[src/rtl/cvt_cfg_pkg.sv]
package cvt_cfg_pkg;
  localparam logic [7:0] A_CTRL  = 8'h00;
  localparam logic [7:0] A_BEND  = 8'h02;
  localparam logic [7:0] A_ID    = 8'h08;
  localparam logic [7:0] A_REV   = 8'h09;
  localparam logic [7:0] A_SEL   = 8'h10;
  localparam logic [7:0] A_COFF  = 8'h20;
  localparam logic [7:0] A_FOFF  = 8'h21;
  localparam logic [7:0] A_CGAIN = 8'h22;
  localparam logic [7:0] A_MGAIN = 8'h23;
  localparam logic [7:0] A_FGAIN = 8'h24;
  localparam logic [7:0] A_PMODE = 8'h25;
  localparam logic [7:0] ERR_BYTE = 8'hAD;

  typedef enum logic [1:0] {
    PWR_NORMAL = 2'd0,
    PWR_NAP    = 2'd1,
    PWR_SLEEP  = 2'd2
  } pwr_e;

  typedef struct packed {
    logic [7:0] coff;
    logic [7:0] foff;
    logic [3:0] cgain;
    logic [7:0] mgain;
    logic [7:0] fgain;
  } trim_t;

  function automatic logic is_indexed(input logic [7:0] a);
    return (a >= A_COFF) && (a <= A_PMODE);
  endfunction

  function automatic pwr_e pin_decode(input logic [1:0] p);
    case (p)
      2'd1:    return PWR_NAP;
      2'd2:    return PWR_SLEEP;
      default: return PWR_NORMAL;
    endcase
  endfunction

  function automatic pwr_e mode_decode(input logic [2:0] m);
    if (m[2])      return PWR_SLEEP;
    else if (m[1]) return PWR_NAP;
    else           return PWR_NORMAL;
  endfunction
endpackage

[src/rtl/cvt_cfg_addr_seq.sv]
module cvt_cfg_addr_seq #(
  parameter int AW = 8
) (
  input  logic          clk,
  input  logic          rst_n,
  input  logic          beat,
  input  logic          first,
  input  logic [AW-1:0] req_addr,
  input  logic [AW-1:0] end_addr,
  output logic [AW-1:0] eff_addr,
  output logic          beat_ok
);
  logic [AW-1:0] cur_q;
  logic          live_q;

  always_comb begin
    if (first) begin
      eff_addr = req_addr;
      beat_ok  = 1'b1;
    end else begin
      eff_addr = cur_q + AW'(1);
      beat_ok  = live_q && (cur_q < end_addr);
    end
  end

  always_ff @(posedge clk or negedge rst_n) begin
    if (!rst_n) begin
      cur_q  <= '0;
      live_q <= 1'b0;
    end else if (beat) begin
      live_q <= beat_ok;
      if (beat_ok) cur_q <= eff_addr;
    end
  end
endmodule

[src/rtl/cvt_cfg_core_regs.sv]
module cvt_cfg_core_regs
  import cvt_cfg_pkg::*;
#(
  parameter trim_t DEF = '0
) (
  input  logic       clk,
  input  logic       rst_n,
  input  logic       soft_rst,
  input  logic       cal_ld,
  input  trim_t      cal_val,
  input  logic       wr_en,
  input  logic [7:0] addr,
  input  logic [7:0] wr_data,
  output trim_t      trim,
  output logic [2:0] pmode,
  output logic [7:0] rd_data
);
  trim_t shadow_q;
  trim_t live_q;
  logic [2:0] pmode_q;

  always_ff @(posedge clk or negedge rst_n) begin
    if (!rst_n) begin
      shadow_q <= DEF;
      live_q   <= DEF;
    end else if (cal_ld) begin
      shadow_q <= cal_val;
      live_q   <= cal_val;
    end else if (soft_rst) begin
      live_q <= shadow_q;
    end else if (wr_en) begin
      case (addr)
        A_COFF:  live_q.coff  <= wr_data;
        A_FOFF:  live_q.foff  <= wr_data;
        A_CGAIN: live_q.cgain <= wr_data[3:0];
        A_MGAIN: live_q.mgain <= wr_data;
        A_FGAIN: live_q.fgain <= wr_data;
        default: ;
      endcase
    end
  end

  always_ff @(posedge clk or negedge rst_n) begin
    if (!rst_n)                          pmode_q <= 3'b000;
    else if (wr_en && addr == A_PMODE)   pmode_q <= wr_data[2:0];
  end

  always_comb begin
    case (addr)
      A_COFF:  rd_data = live_q.coff;
      A_FOFF:  rd_data = live_q.foff;
      A_CGAIN: rd_data = {4'b0, live_q.cgain};
      A_MGAIN: rd_data = live_q.mgain;
      A_FGAIN: rd_data = live_q.fgain;
      A_PMODE: rd_data = {5'b0, pmode_q};
      default: rd_data = 8'h00;
    endcase
  end

  assign trim  = live_q;
  assign pmode = pmode_q;
endmodule

[src/rtl/cvt_cfg_pwr_sel.sv]
module cvt_cfg_pwr_sel
  import cvt_cfg_pkg::*;
#(
  parameter int NUM_CORES = 2
) (
  input  logic [1:0]                 pin_pwr,
  input  logic [NUM_CORES-1:0][2:0]  pmode,
  output logic [NUM_CORES-1:0][1:0]  core_pwr
);
  pwr_e pin_state;
  assign pin_state = pin_decode(pin_pwr);

  for (genvar c = 0; c < NUM_CORES; c++) begin : g_core
    pwr_e st;
    always_comb begin
      if (pmode[c] == 3'b000) st = pin_state;
      else                    st = mode_decode(pmode[c]);
    end
    assign core_pwr[c] = st;
  end
endmodule

[src/rtl/cvt_cfg_bank.sv]
module cvt_cfg_bank
  import cvt_cfg_pkg::*;
#(
  parameter int         NUM_CORES = 2,
  parameter logic [7:0] CHIP_ID   = 8'h4C,
  parameter logic [7:0] CHIP_REV  = 8'h01,
  parameter logic [7:0] DEF_OFF   = 8'h80,
  parameter logic [3:0] DEF_CGAIN = 4'h0,
  parameter logic [7:0] DEF_GAIN  = 8'h80,
  localparam int        CW        = (NUM_CORES > 1) ? $clog2(NUM_CORES) : 1
) (
  input  logic                       clk,
  input  logic                       rst_n,
  input  logic                       req_valid,
  output logic                       req_ready,
  input  logic                       req_first,
  input  logic                       req_write,
  input  logic [7:0]                 req_addr,
  input  logic [7:0]                 req_wdata,
  output logic                       rsp_valid,
  input  logic                       rsp_ready,
  output logic [7:0]                 rsp_data,
  input  logic                       cal_valid,
  input  logic [CW-1:0]              cal_core,
  input  logic [7:0]                 cal_coarse_off,
  input  logic [7:0]                 cal_fine_off,
  input  logic [3:0]                 cal_coarse_gain,
  input  logic [7:0]                 cal_med_gain,
  input  logic [7:0]                 cal_fine_gain,
  input  logic [1:0]                 pin_pwr,
  output logic [NUM_CORES-1:0][7:0]  core_coarse_off,
  output logic [NUM_CORES-1:0][7:0]  core_fine_off,
  output logic [NUM_CORES-1:0][3:0]  core_coarse_gain,
  output logic [NUM_CORES-1:0][7:0]  core_med_gain,
  output logic [NUM_CORES-1:0][7:0]  core_fine_gain,
  output logic [NUM_CORES-1:0][1:0]  core_pwr
);
  localparam trim_t DEF_TRIM = '{coff: DEF_OFF, foff: DEF_OFF, cgain: DEF_CGAIN,
                                 mgain: DEF_GAIN, fgain: DEF_GAIN};

  logic                      beat, wr_fire, rd_fire, soft_rst, beat_ok, idx_ok;
  logic [7:0]                eff_addr, bend_q, rd_mux, core_rd_sel;
  logic [NUM_CORES-1:0]      idx_q;
  logic [NUM_CORES-1:0][2:0] pmode_q;
  logic [NUM_CORES-1:0][7:0] core_rd;
  trim_t                     cal_trim;
  trim_t [NUM_CORES-1:0]     trim_q;

  assign req_ready = !rsp_valid || rsp_ready;
  assign beat      = req_valid && req_ready;
  assign wr_fire   = beat && req_write && beat_ok;
  assign rd_fire   = beat && !req_write;
  assign soft_rst  = wr_fire && (eff_addr == A_CTRL) && req_wdata[0];
  assign idx_ok    = $onehot(idx_q);
  assign cal_trim  = '{coff: cal_coarse_off, foff: cal_fine_off, cgain: cal_coarse_gain,
                       mgain: cal_med_gain, fgain: cal_fine_gain};

  cvt_cfg_addr_seq #(.AW(8)) seq_i (
    .clk      (clk),
    .rst_n    (rst_n),
    .beat     (beat),
    .first    (req_first),
    .req_addr (req_addr),
    .end_addr (bend_q),
    .eff_addr (eff_addr),
    .beat_ok  (beat_ok)
  );

  always_ff @(posedge clk or negedge rst_n) begin
    if (!rst_n) begin
      idx_q  <= '0;
      bend_q <= 8'h00;
    end else if (soft_rst) begin
      idx_q  <= '0;
      bend_q <= 8'h00;
    end else if (wr_fire) begin
      if (eff_addr == A_SEL)  idx_q  <= req_wdata[NUM_CORES-1:0];
      if (eff_addr == A_BEND) bend_q <= req_wdata;
    end
  end

  for (genvar c = 0; c < NUM_CORES; c++) begin : g_core
    logic cal_ld, wr_en;
    assign cal_ld = cal_valid && (cal_core == CW'(c));
    assign wr_en  = wr_fire && is_indexed(eff_addr) && idx_ok && idx_q[c];

    cvt_cfg_core_regs #(.DEF(DEF_TRIM)) regs_i (
      .clk      (clk),
      .rst_n    (rst_n),
      .soft_rst (soft_rst),
      .cal_ld   (cal_ld),
      .cal_val  (cal_trim),
      .wr_en    (wr_en),
      .addr     (eff_addr),
      .wr_data  (req_wdata),
      .trim     (trim_q[c]),
      .pmode    (pmode_q[c]),
      .rd_data  (core_rd[c])
    );

    assign core_coarse_off[c]  = trim_q[c].coff;
    assign core_fine_off[c]    = trim_q[c].foff;
    assign core_coarse_gain[c] = trim_q[c].cgain;
    assign core_med_gain[c]    = trim_q[c].mgain;
    assign core_fine_gain[c]   = trim_q[c].fgain;
  end

  cvt_cfg_pwr_sel #(.NUM_CORES(NUM_CORES)) pwr_i (
    .pin_pwr  (pin_pwr),
    .pmode    (pmode_q),
    .core_pwr (core_pwr)
  );

  always_comb begin
    core_rd_sel = 8'h00;
    for (int c = 0; c < NUM_CORES; c++)
      if (idx_q[c]) core_rd_sel = core_rd_sel | core_rd[c];
  end

  always_comb begin
    rd_mux = 8'h00;
    if (beat_ok) begin
      if (is_indexed(eff_addr)) rd_mux = idx_ok ? core_rd_sel : ERR_BYTE;
      else begin
        case (eff_addr)
          A_ID:    rd_mux = CHIP_ID;
          A_REV:   rd_mux = CHIP_REV;
          A_SEL:   rd_mux = 8'(idx_q);
          A_BEND:  rd_mux = bend_q;
          default: rd_mux = 8'h00;
        endcase
      end
    end
  end

  always_ff @(posedge clk or negedge rst_n) begin
    if (!rst_n) begin
      rsp_valid <= 1'b0;
      rsp_data  <= 8'h00;
    end else if (rd_fire) begin
      rsp_valid <= 1'b1;
      rsp_data  <= rd_mux;
    end else if (rsp_ready) begin
      rsp_valid <= 1'b0;
    end
  end
endmodule

[config.mk]
export PLATFORM = sky130hd
export DESIGN_NAME = cvt_cfg_bank
export DESIGN_NICKNAME = d
export VERILOG_FILES = /design/src/rtl/cvt_cfg_pkg.sv /design/src/rtl/cvt_cfg_addr_seq.sv /design/src/rtl/cvt_cfg_core_regs.sv /design/src/rtl/cvt_cfg_pwr_sel.sv /design/src/rtl/cvt_cfg_bank.sv
export SDC_FILE = /design/constraint.sdc
export NUM_CORES = 1
export LEC_CHECK = 0
export ABC_CLOCK_PERIOD_IN_PS = 5200
export CORE_MARGIN = 2
export CORE_UTILIZATION = 35
export CTS_CLUSTER_SIZE = 20
export DETAILED_ROUTE_END_ITERATION = 10
export PLACE_DENSITY = 0.56
export SETUP_SLACK_MARGIN = 0.1
export SLEW_MARGIN = 20
export SYNTH_ARGS = -nofsm -noshare
export SYNTH_HDL_FRONTEND = slang
export SYNTH_HIERARCHICAL = 1
export SYNTH_SLANG_ARGS = --single-unit
export TNS_END_PERCENT = 50
[constraint.sdc]
create_clock -name clk -period 5.2 [get_ports clk]
set_input_delay 1.04 -clock clk [delete_from_list [all_inputs] [get_ports clk]]
set_output_delay 1.04 -clock clk [all_outputs]
set_load 0.1 [all_outputs]
Word-level counts from Yosys, hierarchy flattened. Cells that the tools add are included.

Memories: 0. Bits in writable memories: 0. Output and inout bits: 86. Bits in latches: 0. Register bits: 178. Bits in read-only memories: 0. Input bits: 62.

Div/mod/pow operators: 0. Mux-type cells: 36. Multiply operators: 0. $lt $le $gt $ge: 3. Add/subtract/negate cells: 2. Bitwise operators: 2. Shifts and indexed selects: 0. Equal/unequal tests: 13. Reductions and logical operators: 51.

Operator list (number): 2-to-1 mux 36 bit (6); 2-to-1 mux 8 bit (13); one-hot mux 8 bit (6 select lines) (2); equality test 8 x 6 -> 1 bit, second input constant (6); nonzero test 3 bit (12); one-hot mux 8 bit (4 select lines) (1); AND reduction 2 bit (13); equality test 8 x 4 -> 1 bit, second input constant (2); logical AND 1 bit (16); 2-to-1 mux 2 bit (7); adder 8 x 1 -> 8 bit, second input constant (1); equality test 8 x 2 -> 1 bit, second input constant (1); equality test 8 x 5 -> 1 bit, second input constant (1); greater-or-equal comparator 8 x 6 -> 1 bit, second input constant (1); <= comparator 8 x 6 -> 1 bit, second input constant (1); zero test 8 bit (1); < comparator 8 bit (1); bitwise OR 8 bit (1); nonzero test 2 bit (4); zero test 3 bit (2); 2-to-1 mux 1 bit (5); equality test 2 x 1 -> 1 bit, second input constant (2); 2-to-1 mux 4 bit (1); one-hot mux 2 bit (2 select lines) (1); 5 further kinds (6).

Longest topological paths before layout.
Word-level depth: 11. Gate-level depth with buffers: 15.

By module. The synthesis kept the hierarchy.

By module, submodules not included: cvt_cfg_core_regs (times used 2, cells each 311, area an instance 3562.2 um^2); cvt_cfg_bank (times used 1, cells each 131, area an instance 1177.4 um^2); cvt_cfg_addr_seq (times used 1, cells each 87, area an instance 765.7 um^2); cvt_cfg_pwr_sel (times used 1, cells each 11, area an instance 66.3 um^2).

Least setup slack after synthesis. Ideal clock, no wire load.

Path type: input to register. Start: input port req_first. End: register g_core[0].regs_i.live_q (netlist bit g_core[0].regs_i/trim[10]). Setup slack: 0.889 ns. Cell stages on the path: 11. Data arrival time: 4.174 ns. Path through: clkbuf_1 -> clkbuf_1 -> o21ai_0 -> nor4_4 -> nand3_1 -> nor2_2 -> clkbuf_1 -> nor2_1 -> clkbuf_1 -> clkbuf_1 -> a21oi_1.

Elaborated cells on any way between the ends: 18. Classes of those cells: order compare: 2; eq/ne: 1; mux: 4; reduce/logical: 11.

RTL lines: start, declared (RTL line cvt_cfg_bank.sv:16) `input logic req_first,`; 2-to-1 mux 8 bit * (RTL line cvt_cfg_addr_seq.sv:17) `if (first) begin`; named net eff_addr[0] (RTL line cvt_cfg_bank.sv:42) `logic [7:0] eff_addr, bend_q, rd_mux, core_rd_sel;`; zero test 8 bit * (RTL line cvt_cfg_bank.sv:53) `assign soft_rst = wr_fire && (eff_addr == A_CTRL) && req_wdata[0];`; logical AND 1 bit * (2 in a row) (RTL line cvt_cfg_bank.sv:53); named net soft_rst (RTL line cvt_cfg_bank.sv:41) `logic beat, wr_fire, rd_fire, soft_rst, beat_ok, idx_ok;`; nonzero test 3 bit (no line) / 2-to-1 mux 36 bit (equally long branches); AND reduction 2 bit (no line) / 2-to-1 mux 36 bit (equally long branches); end signal, assigned (RTL line cvt_cfg_core_regs.sv:28) `live_q <= cal_val;`; end signal, assigned (RTL line cvt_cfg_core_regs.sv:30) `live_q <= shadow_q;`; end, declared (RTL line cvt_cfg_core_regs.sv:19) `trim_t live_q;`.

The timed path passes the listed nets; every way through them passes the cells marked *. A chain may end at the register's enable or synchronous reset.

Worst setup path in the final report.
Start: input port req_first. End: register g_core[1].regs_i.live_q (netlist bit g_core[1].regs_i/trim[10]).

Elaborated cells on any way between the ends: 18. Classes of those cells: order compare: 2; eq/ne: 1; mux: 4; reduce/logical: 11.

RTL lines: 2-to-1 mux 1 bit (RTL line cvt_cfg_addr_seq.sv:17); named net beat_ok (RTL line cvt_cfg_bank.sv:41); logical AND 1 bit (RTL line cvt_cfg_bank.sv:51) `assign wr_fire = beat && req_write && beat_ok;`; logical AND 1 bit (3 in a row) (RTL line cvt_cfg_bank.sv:85) `assign wr_en = wr_fire && is_indexed(eff_addr) && idx_ok && idx_q[c];`; named net g_core[1].wr_en (RTL line cvt_cfg_bank.sv:83) `logic cal_ld, wr_en;`; nonzero test 3 bit (no line); AND reduction 2 bit (no line); end signal, assigned (RTL line cvt_cfg_core_regs.sv:28); end signal, assigned (RTL line cvt_cfg_core_regs.sv:30); end, declared (RTL line cvt_cfg_core_regs.sv:19).

The timed path passes the listed nets, and every way through them passes these cells.

==> flow_summary.toml <==
[run_status]
status = "completed"

[worst_setup_path]
crit_path_end_kind = "register"
cp_max_fo = 8
critical_path_arrival_ps = 4630
start_kind = "input pin"
crit_type = "in -> reg"
required_ps = 5510
r2r_setup_slack_ps = 1210

[grt]
grt_first_pass_wirelength_um = 43100
grt_pass1_vias = 6976
grt_use_met2 = 0.328
met3_usage = 0.0345
grt_most_used_layer = "met2"
grt_overflow = 0
grt_antenna_before_repair = 0
track_usage = 0.214
use_met1 = 0.312
grt_max_degree = 100

[detailed_routing]
drt-pass1-iter-count = 5
vias = 7151
viasPerCell = 5.34
drc_errors = 0
wl_per_cell_um = 21.5
drtIter0Drc = 576
finalWirelength_um = 28700
ant_nets = 0

[worst_hold_path]
hold_path_class = "reg -> reg"

[cells_and_area]
drive_above_1_share = 0.190
area_growth_pct = 26.9
fill_cells = 2485
fin_util = 0.449
antennaDiodeCount = 0
fin_cells = 1338
layout.nets = 1060

[timing]
slew_violations = 0
setup_viol = 0
fin_skew_ps = 13.2
rsz0062_at_grt = "no"
slew_headroom = 0.318
setup_slack_ps = 874
setup-tns-final_ps = 0
fmax_mhz = 231
min_period_over_period = 0.832
finalHoldWorstSlack_ps = 496
worst_pin_slew_ps = 1020
hold_violations = 0
post-route-min-period_ps = 4330

[synthesis]
seq_area_frac_synth = 0.490
async_flop_share = 1.00
yosys.area.top_type = "dfrtp_1"
synth_area_um2 = 9130
syn-num-nets = 921
yosys_warnings = 6
synthCells = 851
yosysUniqueCellTypes = 67
yosys-top-cells-area = "dfrtp_1 44%, mux2_2 11%, mux2i_1 9.4%, dfstp_2 4.6%, a21oi_1 4.5%"
synth-seq-cells = 178
avgSynthCellArea_um2 = 10.7
synth.top_cell.area_share = 0.444
synth-edff-count = 0
synth_ff_type = "dfrtp_1"

[die]
chipHeight_um = 166
die_x_um = 166
initial_core_util = 0.354
die-area_um2 = 27400
coreArea_um2 = 25800
rows = 59
io_pins = 148

[power]
irDropWorstVdd_mv = 0.237
power_density_nw_per_um2 = 446
p_leak_uw = 0.00494

[clocking]
cts_buffers = 17
holdBufCountCts = 0
cts_sinks = 178
clockBufferDepth = 2
cts_resized = 0
clock_latency_ps = 450
h-tree-depth = 4
post_cts_buffers = 0
cts_root_buf = "clkbuf_16"
clk_pin_slew_worst_paths_ps = 80
cts_tree = "yes"

[placement]
portBuffers = 147
post-place-ws_ps = 476
place.gp.congestion = 0.859
placed_cells = 1306
dp_hpwl_um = 20500

[flow_run]
drv_cap = 0
==> routing by layer <==
layer | up-vias | wire length, um | share of wire
li1 | 3357 | - | -
met3 | 29 | 1390 | 0.048
met2 | 196 | 13100 | 0.46
met4 | 0 | 550 | 0.019
met5 | - | 0 | 0
met1 | 3569 | 13600 | 0.48
==> cells in the mapped netlist (3+ instances only) <==
cell type / instances
and4_1: 3
inv_1: 20
mux2i_1: 86
nor3_1: 11
buf_1: 10
dfrtp_1: 162
mux2_2: 86
and2_1: 5
o21a_1: 10
xor2_1: 5
a32o_1: 8
nand3_1: 23
o21ai_0: 45
nor4_4: 3
buf_2: 6
nor2_1: 93
or3_1: 7
nand4_1: 6
nand2b_1: 7
a2bb2oi_1: 4
or4_1: 3
nor2b_1: 6
a21oi_1: 83
o22ai_1: 11
ha_1: 8
clkbuf_1: 29
buf_6: 4
dfstp_2: 16
o2bb2ai_1: 3
nand2_1: 30
a21o_1: 6
==> worst max-delay path: stages <==
cell,delay (ps)
clkdlybuf4s50_1,670
inv_1,120
and2_1,160
a32oi_2,270
and2_1,230
and4_1,230
nand2_1,110
nor2_1,320
or4bb_1,590
or3_1,560
mux2i_1,230
a21oi_1,90
==> report_power, final <==
part,leakage [uW],switching [uW],internal (uW)
clock network,0.000287,646,645
logic,0.00257,1450,610
registers,0.00208,195,1620
==> final cells by class <==
cell class	count	area [um^2]	area share
flip-flops and latches	178	4470	0.386
multi-input cells	603	4400	0.380
repair buffers	170	1630	0.141
clock buffers	17	425	0.0367
well taps	335	419	0.0361
clock inverters	15	166	0.0144
inverters	20	75.1	0.00647
==> cells by family (layout without fill, tap and decap cells) <==
group | after synthesis | count (layout) | share of synthesized area
XOR/XNOR | 6 | 6 | 0.00575
AND/OR/NAND/NOR | 230 | 230 | 0.136
multiplexers | 172 | 172 | 0.200
flip-flops | 178 | 178 | 0.490
buffers and inverters | 70 | 222 | 0.0333
adder cells (fa/ha/maj) | 8 | 8 | 0.0110
AO/OA/AOI/OAI | 187 | 187 | 0.123
==> state kept, by name, summed over array words and instances, names as in the netlist <==
register	cells
rsp_valid	1
bend_q	8
seq_i/cur_q	8
seq_i/live_q	1
g_core.regs_i/shadow_q	72
idx_q	2
g_core.regs_i/pmode	6
g_core.regs_i/trim	72
rsp_data	8
==> worst paths after layout <==
kind | to | from | cells after the start
worst max-delay path | g_core[1].regs_i/trim[10]$_DFFE_PN0P_ | req_first | 12
worst min-delay path | rsp_data[7]$_DFFE_PN0P_ | rsp_data[7]$_DFFE_PN0P_ | 1
worst max register to register | g_core[1].regs_i/trim[10]$_DFFE_PN0P_ | bend_q[5]$_DFFE_PN0P_ | 13
worst min register to register | rsp_data[7]$_DFFE_PN0P_ | rsp_data[7]$_DFFE_PN0P_ | 1
max in group asynchronous | g_core[1].regs_i/shadow_q[15]$_DFFE_PN1P_ | rst_n | 2
min in group asynchronous | seq_i/cur_q[0]$_DFFE_PN0P_ | rst_n | 1
==> cell usage in the layout, fill, tap and decap left out, drive strengths merged, types with 3 or more instances in the layout <==
cell,netlist,layout
a21o,6,6
a21oi,83,83
a2bb2oi,4,4
a32o,8,8
and2,6,6
and4,3,3
buf,21,29
clkbuf,29,17
clkdlybuf4s50,0,141
clkinv,0,7
dfrtp,162,162
dfstp,16,16
ha,8,8
inv,20,27
mux2,86,86
mux2i,86,86
nand2,32,32
nand2b,7,7
nand3,23,23
nand4,6,6
nor2,94,94
nor2b,6,6
nor3,14,14
nor4,5,5
o21a,10,10
o21ai,45,45
o22ai,11,11
o2bb2ai,3,3
o31ai,3,3
or3,7,7
or3b,4,4
or4,5,5
or4b,4,4
xor2,5,5
==> stage by stage <==
step / area (um^2) / power (uW)
floorplan: 9130 / 3260
global placement: 11000 / 3880
detailed placement: 11000 / 3900
CTS: 11600 / 5200
global route: 11600 / 5390
finish: 11600 / 5170
Power figures use the tool's default switching activity.
